===== src/rtl/ofc_pkg.sv =====
package ofc_pkg;

    localparam int DEF_COARSE_W = 3;
    localparam int DEF_FINE_W   = 9;
    localparam int DEF_OUT_W    = 12;
    localparam int DEF_AVG_LOG2 = 2;

    typedef enum logic {
        SRC_GENERAL = 1'b0,
        SRC_CAL     = 1'b1
    } src_e;

    // Saturate a signed value into [0, hi].
    function automatic int sat_to_range(int v, int hi);
        if (v < 0)
            return 0;
        if (v > hi)
            return hi;
        return v;
    endfunction

    // Two-step code without calibration.
    function automatic int raw_code(int f, int c, int seg);
        return f - c * seg;
    endfunction

    // Code corrected with the calibration entry of the same segment.
    function automatic int corrected_code(int f, int tab, int c, int k, int seg);
        return f - tab + (k - c) * seg - seg / 2;
    endfunction

endpackage


===== src/rtl/ofc_avg_entry.sv =====
module ofc_avg_entry #(
    parameter int CNT_W    = 12,
    parameter int AVG_LOG2 = 2
) (
    input  logic             clk,
    input  logic             rst,
    input  logic             sample_en,
    input  logic [CNT_W-1:0] sample,
    output logic [CNT_W-1:0] entry,
    output logic             entry_valid
);
    localparam int ACC_W = CNT_W + AVG_LOG2;

    generate
        if (AVG_LOG2 == 0) begin : g_direct
            always_ff @(posedge clk) begin
                if (rst) begin
                    entry       <= '0;
                    entry_valid <= 1'b0;
                end else if (sample_en) begin
                    entry       <= sample;
                    entry_valid <= 1'b1;
                end
            end
        end else begin : g_block_avg
            logic [ACC_W-1:0]    acc;
            logic [AVG_LOG2-1:0] cnt;
            logic [ACC_W-1:0]    sum_next;

            always_comb sum_next = acc + ACC_W'(sample);

            always_ff @(posedge clk) begin
                if (rst) begin
                    acc         <= '0;
                    cnt         <= '0;
                    entry       <= '0;
                    entry_valid <= 1'b0;
                end else if (sample_en) begin
                    if (&cnt) begin
                        entry       <= sum_next[ACC_W-1:AVG_LOG2];
                        entry_valid <= 1'b1;
                        acc         <= '0;
                        cnt         <= '0;
                    end else begin
                        acc <= sum_next;
                        cnt <= cnt + AVG_LOG2'(1);
                    end
                end
            end
        end
    endgenerate
endmodule


===== src/rtl/ofc_corrector.sv =====
module ofc_corrector
    import ofc_pkg::*;
#(
    parameter int COARSE_W = DEF_COARSE_W,
    parameter int FINE_W   = DEF_FINE_W,
    parameter int OUT_W    = DEF_OUT_W
) (
    input  logic [COARSE_W-1:0]        coarse,
    input  logic [COARSE_W+FINE_W-1:0] fine,
    input  logic [COARSE_W+FINE_W-1:0] tab_val,
    input  logic                       use_tab,
    output logic [OUT_W-1:0]           code
);
    localparam int K       = 1 << COARSE_W;
    localparam int SEG     = 1 << FINE_W;
    localparam int OUT_MAX = (1 << OUT_W) - 1;

    int unclamped;

    always_comb begin
        if (use_tab)
            unclamped = corrected_code(int'(fine), int'(tab_val), int'(coarse), K, SEG);
        else
            unclamped = raw_code(int'(fine), int'(coarse), SEG);
        code = OUT_W'(sat_to_range(unclamped, OUT_MAX));
    end
endmodule


===== src/rtl/offset_cal_engine.sv =====
module offset_cal_engine
    import ofc_pkg::*;
#(
    parameter int COARSE_W = DEF_COARSE_W,
    parameter int FINE_W   = DEF_FINE_W,
    parameter int OUT_W    = DEF_OUT_W,
    parameter int AVG_LOG2 = DEF_AVG_LOG2
) (
    input  logic                       clk,
    input  logic                       rst,
    input  logic                       in_valid,
    output logic                       in_ready,
    input  logic                       in_cal,
    input  logic [COARSE_W-1:0]        in_coarse,
    input  logic [COARSE_W+FINE_W-1:0] in_fine,
    output logic                       out_valid,
    output logic [OUT_W-1:0]           out_data,
    output logic                       out_corrected
);
    localparam int K     = 1 << COARSE_W;
    localparam int CNT_W = COARSE_W + FINE_W;

    logic             ready_q;
    logic             accept;
    src_e             src;
    logic             take_cal;
    logic             take_gen;
    logic [CNT_W-1:0] tab [K];
    logic [K-1:0]     tab_valid;
    logic             table_full;
    logic [CNT_W-1:0] sel_entry;
    logic [OUT_W-1:0] code;

    always_comb begin
        src        = src_e'(in_cal);
        accept     = in_valid && ready_q;
        take_cal   = accept && (src == SRC_CAL);
        take_gen   = accept && (src == SRC_GENERAL);
        table_full = &tab_valid;
        sel_entry  = tab[in_coarse];
    end

    generate
        for (genvar e = 0; e < K; e++) begin : g_entry
            ofc_avg_entry #(
                .CNT_W   (CNT_W),
                .AVG_LOG2(AVG_LOG2)
            ) u_entry (
                .clk        (clk),
                .rst        (rst),
                .sample_en  (take_cal && (in_coarse == COARSE_W'(e))),
                .sample     (in_fine),
                .entry      (tab[e]),
                .entry_valid(tab_valid[e])
            );
        end
    endgenerate

    ofc_corrector #(
        .COARSE_W(COARSE_W),
        .FINE_W  (FINE_W),
        .OUT_W   (OUT_W)
    ) u_corr (
        .coarse (in_coarse),
        .fine   (in_fine),
        .tab_val(sel_entry),
        .use_tab(table_full),
        .code   (code)
    );

    always_ff @(posedge clk) begin
        if (rst) begin
            ready_q       <= 1'b0;
            out_valid     <= 1'b0;
            out_data      <= '0;
            out_corrected <= 1'b0;
        end else begin
            ready_q   <= 1'b1;
            out_valid <= take_gen;
            if (take_gen) begin
                out_data      <= code;
                out_corrected <= table_full;
            end
        end
    end

    always_comb in_ready = ready_q;
endmodule


===== config.mk =====
export PLATFORM = sky130hd
export DESIGN_NAME = offset_cal_engine
export DESIGN_NICKNAME = d
export VERILOG_FILES = /design/src/rtl/ofc_pkg.sv /design/src/rtl/ofc_avg_entry.sv /design/src/rtl/ofc_corrector.sv /design/src/rtl/offset_cal_engine.sv
export SDC_FILE = /design/constraint.sdc
export NUM_CORES = 1
export LEC_CHECK = 0
export BUFFER_PORTS_ARGS = -buffer_cell sky130_fd_sc_hd__buf_2
export CORE_ASPECT_RATIO = 0.7
export CORE_UTILIZATION = 25
export DETAILED_ROUTE_END_ITERATION = 7
export SETUP_SLACK_MARGIN = 0.2
export SLEW_MARGIN = 20
export SYNTH_ARGS = -nofsm -noshare
export SYNTH_HDL_FRONTEND = slang
export SYNTH_SLANG_ARGS = --single-unit

===== constraint.sdc =====
create_clock -name clk -period 8.3 [get_ports clk]
set_input_delay 0.415 -clock clk [delete_from_list [all_inputs] [get_ports clk]]
set_output_delay 0.415 -clock clk [all_outputs]
set_load 0.01 [all_outputs]

* Yosys cells after proc, flatten, opt, wreduce, memory -nomap -nowiden
Index checks and enable logic that the tools add are counted.
Cells by class: $add $sub $neg 21, $lt $le $gt $ge 3, equality and inequality tests 7, multiplexer cells 27, bitwise gates (word level) 2, reduce and logical (&&, ||, !) cells 29
Operators with widths (number):
- 14-bit by 12-bit adder with 14-bit output | 8
- 14-bit two-way mux | 8
- 12-bit two-way mux | 5
- 12-bit binary-select mux with 3-bit select | 1
- 32-bit adder | 1
- 32-bit by 13-bit greater-than comparator with 1-bit output, second input constant | 1
- 32-bit by 1-bit < comparator with 1-bit output, second input constant | 1
- 32-bit two-way mux | 1
- 32-bit by 10-bit subtractor with 32-bit output, second input constant | 1
- 12-bit by 12-bit subtractor with 13-bit output | 2
- 3-bit AND reduction | 8
- 2-bit by 1-bit adder with 2-bit output, second input constant | 8
- 2-bit two-way mux | 8
- 2-bit AND reduction | 8
- 3-bit equality test, second input constant | 4
- 1-bit logical AND | 11
- 8-bit AND reduction | 1
- 3-bit by 2-bit equality test with 1-bit output, second input constant | 2
- 4-bit by 3-bit subtractor with 5-bit output, first input constant | 1
- 4-bit >= comparator, second input constant | 1
- 1-bit two-way mux | 4
- 3-bit NOT with 4-bit output | 1
- 3-bit by 1-bit equality test with 1-bit output, second input constant | 1
- 3-bit logical NOT | 1
- 1-bit NOT | 1
Word-level totals: register bits 247, input bits 19, output and inout port bits 15, word-level logic and storage cells 125

* Logic depth before layout (Yosys ltp)
depth in word-level cells 13, depth in mapped cells 25, gate-level depth less buffers 23

* Cells and area by module
A second synthesis with hierarchy kept.
Second synthesis, totals: cell total of the unflattened synthesis 2001, area total of the unflattened synthesis 16713.5 um^2
By module, submodules not included:
- ofc_avg_entry at g_entry[0].u_entry ... | instances 7, cells each 209, area an instance 1764.2 um^2
- ofc_avg_entry at g_entry[3].u_entry | instances 1, cells each 209, area an instance 1762.9 um^2
- offset_cal_engine | instances 1, cells each 163, area an instance 1400.1 um^2
- ofc_corrector | instances 1, cells each 166, area an instance 1201.2 um^2

* Least setup slack after synthesis
Ideal clock, no wire load.
path kind in2reg, start point in in_coarse[0], end point reg out_data[7], library setup time 0.074 ns, arrival time 5.230 ns, setup slack 2.996 ns, stages on the path 24, path buffers 2, cell sequence clkbuf_1 -> buf_1 -> mux4_2 -> mux2i_1 -> ha_1 -> o21a_1 -> o31a_1 -> o21ai_0 -> a211o_1 -> nand2_1 -> xnor2_1 -> ha_1 -> inv_1 -> ha_1 -> fa_1 -> a21o_1 -> a21o_1 -> ha_1 -> o21bai_1 -> and4b_1 -> nor3_1 -> nor2_2 -> o31a_1 -> o21ai_0
On the way: longest elaborated chain between the ends 13
RTL lines:
- start, declared | RTL line offset_cal_engine.sv:14 | input logic [COARSE_W-1:0] in_coarse,
- 3-bit NOT with 4-bit output (not written as such) | RTL line offset_cal_engine.sv:40 | sel_entry = tab[in_coarse];
- 12-bit binary-select mux with 3-bit select | RTL line offset_cal_engine.sv:40
- 12-bit two-way mux (not written as such) (2 in a row) | RTL line offset_cal_engine.sv:40
- 12-bit by 12-bit subtractor with 13-bit output | RTL line ofc_pkg.sv:29 | return f - tab + (k - c) * seg - seg / 2;
- 32-bit adder | RTL line ofc_pkg.sv:29
- 32-bit by 10-bit subtractor with 32-bit output | RTL line ofc_pkg.sv:29
- 32-bit two-way mux * | RTL line ofc_corrector.sv:21 | if (use_tab)
- 32-bit by 13-bit greater-than comparator with 1-bit output | RTL line ofc_pkg.sv:17 | if (v > hi)
- 1-bit two-way mux (2 in a row) | RTL line ofc_pkg.sv:17
- 12-bit two-way mux | RTL line ofc_pkg.sv:19 | return v;
- 12-bit two-way mux * | RTL line ofc_pkg.sv:17
- end signal, assigned | RTL line offset_cal_engine.sv:81 | out_data <= code;
- end, declared | RTL line offset_cal_engine.sv:17 | output logic [OUT_W-1:0] out_data,
Mark *: on every way between the ends. The rest lies on a longest branch, timed or not. The select of a mux whose other input is x is not followed. A chain may end at the register's enable or synchronous reset.

* Worst setup path after layout
start point in in_coarse[1], end point reg out_data[7]
Same word-level chain as after synthesis.

==> flow_summary.yaml <==
timing:
  totalNegativeSetupSlack_ns: 0
  setup_viol: 0
  final.period_utilization_pct: 67.2
  clock_skew_ns: 0.00998
  final_hold_viol_count: 0
  max_slew.worst_pin.slew_ns: 1.04
  timing.final.max_slew_violations: 0
  max_freq_ghz: 0.179
  setup_repair_after_global_routing_missed_its_margin: "no"
  slew-limit-headroom_pct: 30.5
  finalWorstPathRequiredPeriod_ns: 5.58
synthesis:
  syn-num-nets: 1907
  synth-warning-count: 0
  synth_seq_cells: 247
  synth_largest_area_cell: "sky130_fd_sc_hd__dfxtp_1"
  number_of_synthesized_flops_with_an_enable_pin: 0
  synth_area_per_cell_um2: 8.64
  synth_top_area_share_pct: 32.9
  yosysSeqAreaShare_pct: 32.9
  post_synth_instance_area_um2: 15000
  yosysUniqueCellTypes: 77
  ys_async_rst_share_pct: 0
  synthesis.instances: 1740
  yosys_most_used_dff: "sky130_fd_sc_hd__dfxtp_1"
  post_synth_main_area_contributors: "sky130_fd_sc_hd__dfxtp_1 33%, sky130_fd_sc_hd__ha_1 11%, sky130_fd_sc_hd__a21oi_1 5.7%"
clock_tree:
  cts.repair_timing.setup_buffer_count: 0
  max-clock-path-buffers: 3
  post_cts.resized_instances: 0
  number_of_hold_buffers_added_after_cts: 0
  cts-buffers-inserted: 25
  tritoncts_clock_tree: "yes"
  htreeDepth: 1
  clock-sinks: 247
  clk-insertion-delay-late_ns: 0.54
  cts_root_buf: "sky130_fd_sc_hd__clkbuf_16"
  clock_slew_seen_by_the_registers_of_the_worst_setup_and_hold_paths_ns: 0.06
setup_path:
  critical_path.endpoint_type: "flop"
  largest_fanout_of_any_net_on_the_critical_path: 28
  worst-r2r-setup-slack_ns: 2.92
  crit_path_cells: "buf_2, mux4_2, nand2_1, nand2_1, ha_1, fa_1, nand2b_1, a21o_1, a31oi_1, nand3_1, nand2_1, xnor2_1, ha_1, inv_1, fa_1, a21o_1, a21o_1, ha_1, o21bai_1, and4b_1, nor3_1, nor2_2, o31a_1, o21ai_0"
  max_stage_delay_ns: 0.59
  critPathSlowestCell: "sky130_fd_sc_hd__buf_2"
  worst-setup-path-type: "input port to flop"
  timing.critical_path.required_ns: 8.77
  critical_path_arrival_ns: 6.04
  setup.worst_path.start_class: "input port"
place:
  detailedPlacementHpwl_um: 33500
  dpl-instance-area_um2: 15900
  gp_congestion: 0.913
  placement.io_buffers: 33
outcome:
  outcome: "complete, no violations"
power_and_ir_drop:
  irDropWorstVdd_v: 0.000120
  p_leak_nw: 6.50
  power_density_nw_per_um2: 161
global_routing:
  grt_pass1_wl_um: 71200
  first_global_vias: 12195
  grt_antenna_before_repair: 10
  grt_start_max_net_pins: 154
  grt_util_all_layers_pct: 14.9
  global_route.overflow_total: 0
flow_run:
  max_cap_viol_count: 0
floorplanning:
  die_w_um: 295
  fp.dieH_um: 207
  effective_utilization_at_floorplan_pct: 25.5
  ios: 34
  die_area_um2: 61100
  core-area_um2: 58900
  floorplan.rows: 74
route:
  detail_route.wl_per_cell_um: 18.4
  antenna_left: 0
  via_count: 13279
  dr.pass1.iters: 6
  detail_route.iter0.violations: 1156
  remaining_drc_errors: 0
  routed_wirelength_um: 46600
  vias_per_cell: 5.24
min_path:
  holdCritPathClass: "input port to flop"
cells_and_area:
  final_design_area_no_fill_um2: 16700
  post_route_cells_drive_above_1_share_pct: 7.62
  most-common-layout-cells: "247 x sky130_fd_sc_hd__dfxtp_1, 192 x sky130_fd_sc_hd__nand2_1, 170 x sky130_fd_sc_hd__a21oi_1"
  syn2layout_area_growth_pct: 11.2
  final_common_cell: "sky130_fd_sc_hd__dfxtp_1"
  fillerInstances: 6256
  finish.net_count: 1886
  final_util_pct: 28.4
layer usage:
| metal | global-route usage (%) | wire [um] | vias up |
|---|---|---|---|
| li1 | - | - | 6368 |
| met1 | 23.3 | 22900 | 6325 |
| met2 | 19.7 | 17700 | 505 |
| met3 | 4.53 | 5160 | 71 |
| met4 | 2.66 | 819 | 10 |
| met5 | 0 | 67 | - |
critical path: cells and delay by family:
kind,cells,cell delay (ns)
XOR/XNOR,1,0.09
adder cells (fa/ha/maj),5,1.63
AND/OR/NAND/NOR,8,1.37
AO/OA/AOI/OAI,7,1.25
multiplexers,1,0.59
buffers and inverters,2,0.66
area by class of cell:
class                           instances  area [um^2]  share of cell area, %
Tap cell                              798          998                   5.97
Inverter                               29          109                  0.651
Clock inverter                          9          158                  0.943
Multi-Input combinational cell       1380         9620                   57.6
Sequential cell                       247         4940                   29.6
Clock buffer                           32          672                   4.02
Antenna cell                            2         5.00                 0.0299
Timing Repair Buffer                   36          206                   1.24
metrics by stage:
| step | hold WS [ns] | setup WS (ns) | total power [mW] | instances |
|---|---|---|---|---|
| global route | 0.128 | 2.35 | 2.80 | 2533 |
| floorplan | 0.420 | 3.00 | 1.42 | 1740 |
| global placement | 0.439 | 2.37 | 1.51 | 2490 |
| finish | 0.133 | 2.72 | 2.69 | 2533 |
| CTS | 0.112 | 2.76 | 2.71 | 2531 |
| detailed placement | 0.443 | 2.21 | 1.51 | 2490 |
state kept, by name (all words and copies together) (netlist names):
signal and count:
g_entry.u_entry.entry 96, out_valid 1, g_entry.u_entry.entry_valid 8, out_corrected 1
g_entry.u_entry.g_block_avg.acc 112, out_data 12, g_entry.u_entry.g_block_avg.cnt 16, in_ready 1
logic make-up (layout without fill, tap and decap cells):
kind of cell	count (synthesis)	count (layout)	synth area share, %
xor+xnor	94	94	5.48
other cells	0	2	0
fa+ha+maj	148	148	12.9
mux	37	37	4.46
buf+inv	113	106	3.08
flops	247	247	32.9
compound gates	527	527	23.3
simple gates	574	574	17.9
cell usage after synthesis, types with 3 or more instances:
cell type	count
sky130_fd_sc_hd__o41ai_1	4
sky130_fd_sc_hd__or3_1	11
sky130_fd_sc_hd__a21oi_1	170
sky130_fd_sc_hd__nor3_1	54
sky130_fd_sc_hd__a221o_1	3
sky130_fd_sc_hd__o211ai_1	6
sky130_fd_sc_hd__a31o_2	10
sky130_fd_sc_hd__xnor2_1	79
sky130_fd_sc_hd__a21o_1	38
sky130_fd_sc_hd__nand2b_1	13
sky130_fd_sc_hd__o21ai_1	3
sky130_fd_sc_hd__dfxtp_1	247
sky130_fd_sc_hd__and3_1	24
sky130_fd_sc_hd__nand3_1	54
sky130_fd_sc_hd__a211oi_1	35
sky130_fd_sc_hd__clkbuf_1	49
sky130_fd_sc_hd__nand2_2	3
sky130_fd_sc_hd__nand4_1	9
sky130_fd_sc_hd__o21ai_0	71
sky130_fd_sc_hd__a31oi_1	26
sky130_fd_sc_hd__o311ai_0	5
sky130_fd_sc_hd__o21a_1	12
sky130_fd_sc_hd__nor2b_1	7
sky130_fd_sc_hd__mux4_2	24
sky130_fd_sc_hd__and2_1	11
sky130_fd_sc_hd__buf_1	9
sky130_fd_sc_hd__or4_1	11
sky130_fd_sc_hd__nor4_1	3
sky130_fd_sc_hd__nand2_1	192
sky130_fd_sc_hd__xor2_1	15
sky130_fd_sc_hd__nor3b_1	10
sky130_fd_sc_hd__ha_1	136
sky130_fd_sc_hd__inv_1	28
sky130_fd_sc_hd__nand3b_1	10
sky130_fd_sc_hd__a22oi_1	34
sky130_fd_sc_hd__mux2i_1	13
sky130_fd_sc_hd__o2bb2ai_1	3
sky130_fd_sc_hd__o31ai_1	6
sky130_fd_sc_hd__o21bai_1	24
sky130_fd_sc_hd__a22o_1	45
sky130_fd_sc_hd__nor2_1	146
sky130_fd_sc_hd__fa_1	12
sky130_fd_sc_hd__a311oi_1	3
sky130_fd_sc_hd__buf_2	25
where the power goes:
group	switching [mW]	internal, mW	total [mW]
clock network	0.498	0.694	1.19
registers	0.00451	1.19	1.20
logic	0.199	0.0993	0.298
total	0.701	1.98	2.69
path summary, 6_finish.rpt:
kind	end	depth (start not counted)	start
max	out_data[7]$_SDFFE_PP0P_	24	in_coarse[1]
min	out_valid$_SDFF_PP0_	2	in_cal
max reg2reg	out_data[7]$_SDFFE_PP0P_	23	g_entry[0].u_entry.entry[0]$_SDFFE_PP0P_
min reg2reg	g_entry[5].u_entry.g_block_avg.acc[0]$_SDFFE_PP0P_	2	g_entry[5].u_entry.g_block_avg.acc[0]$_SDFFE_PP0P_
(Power assumes the default switching activity.)
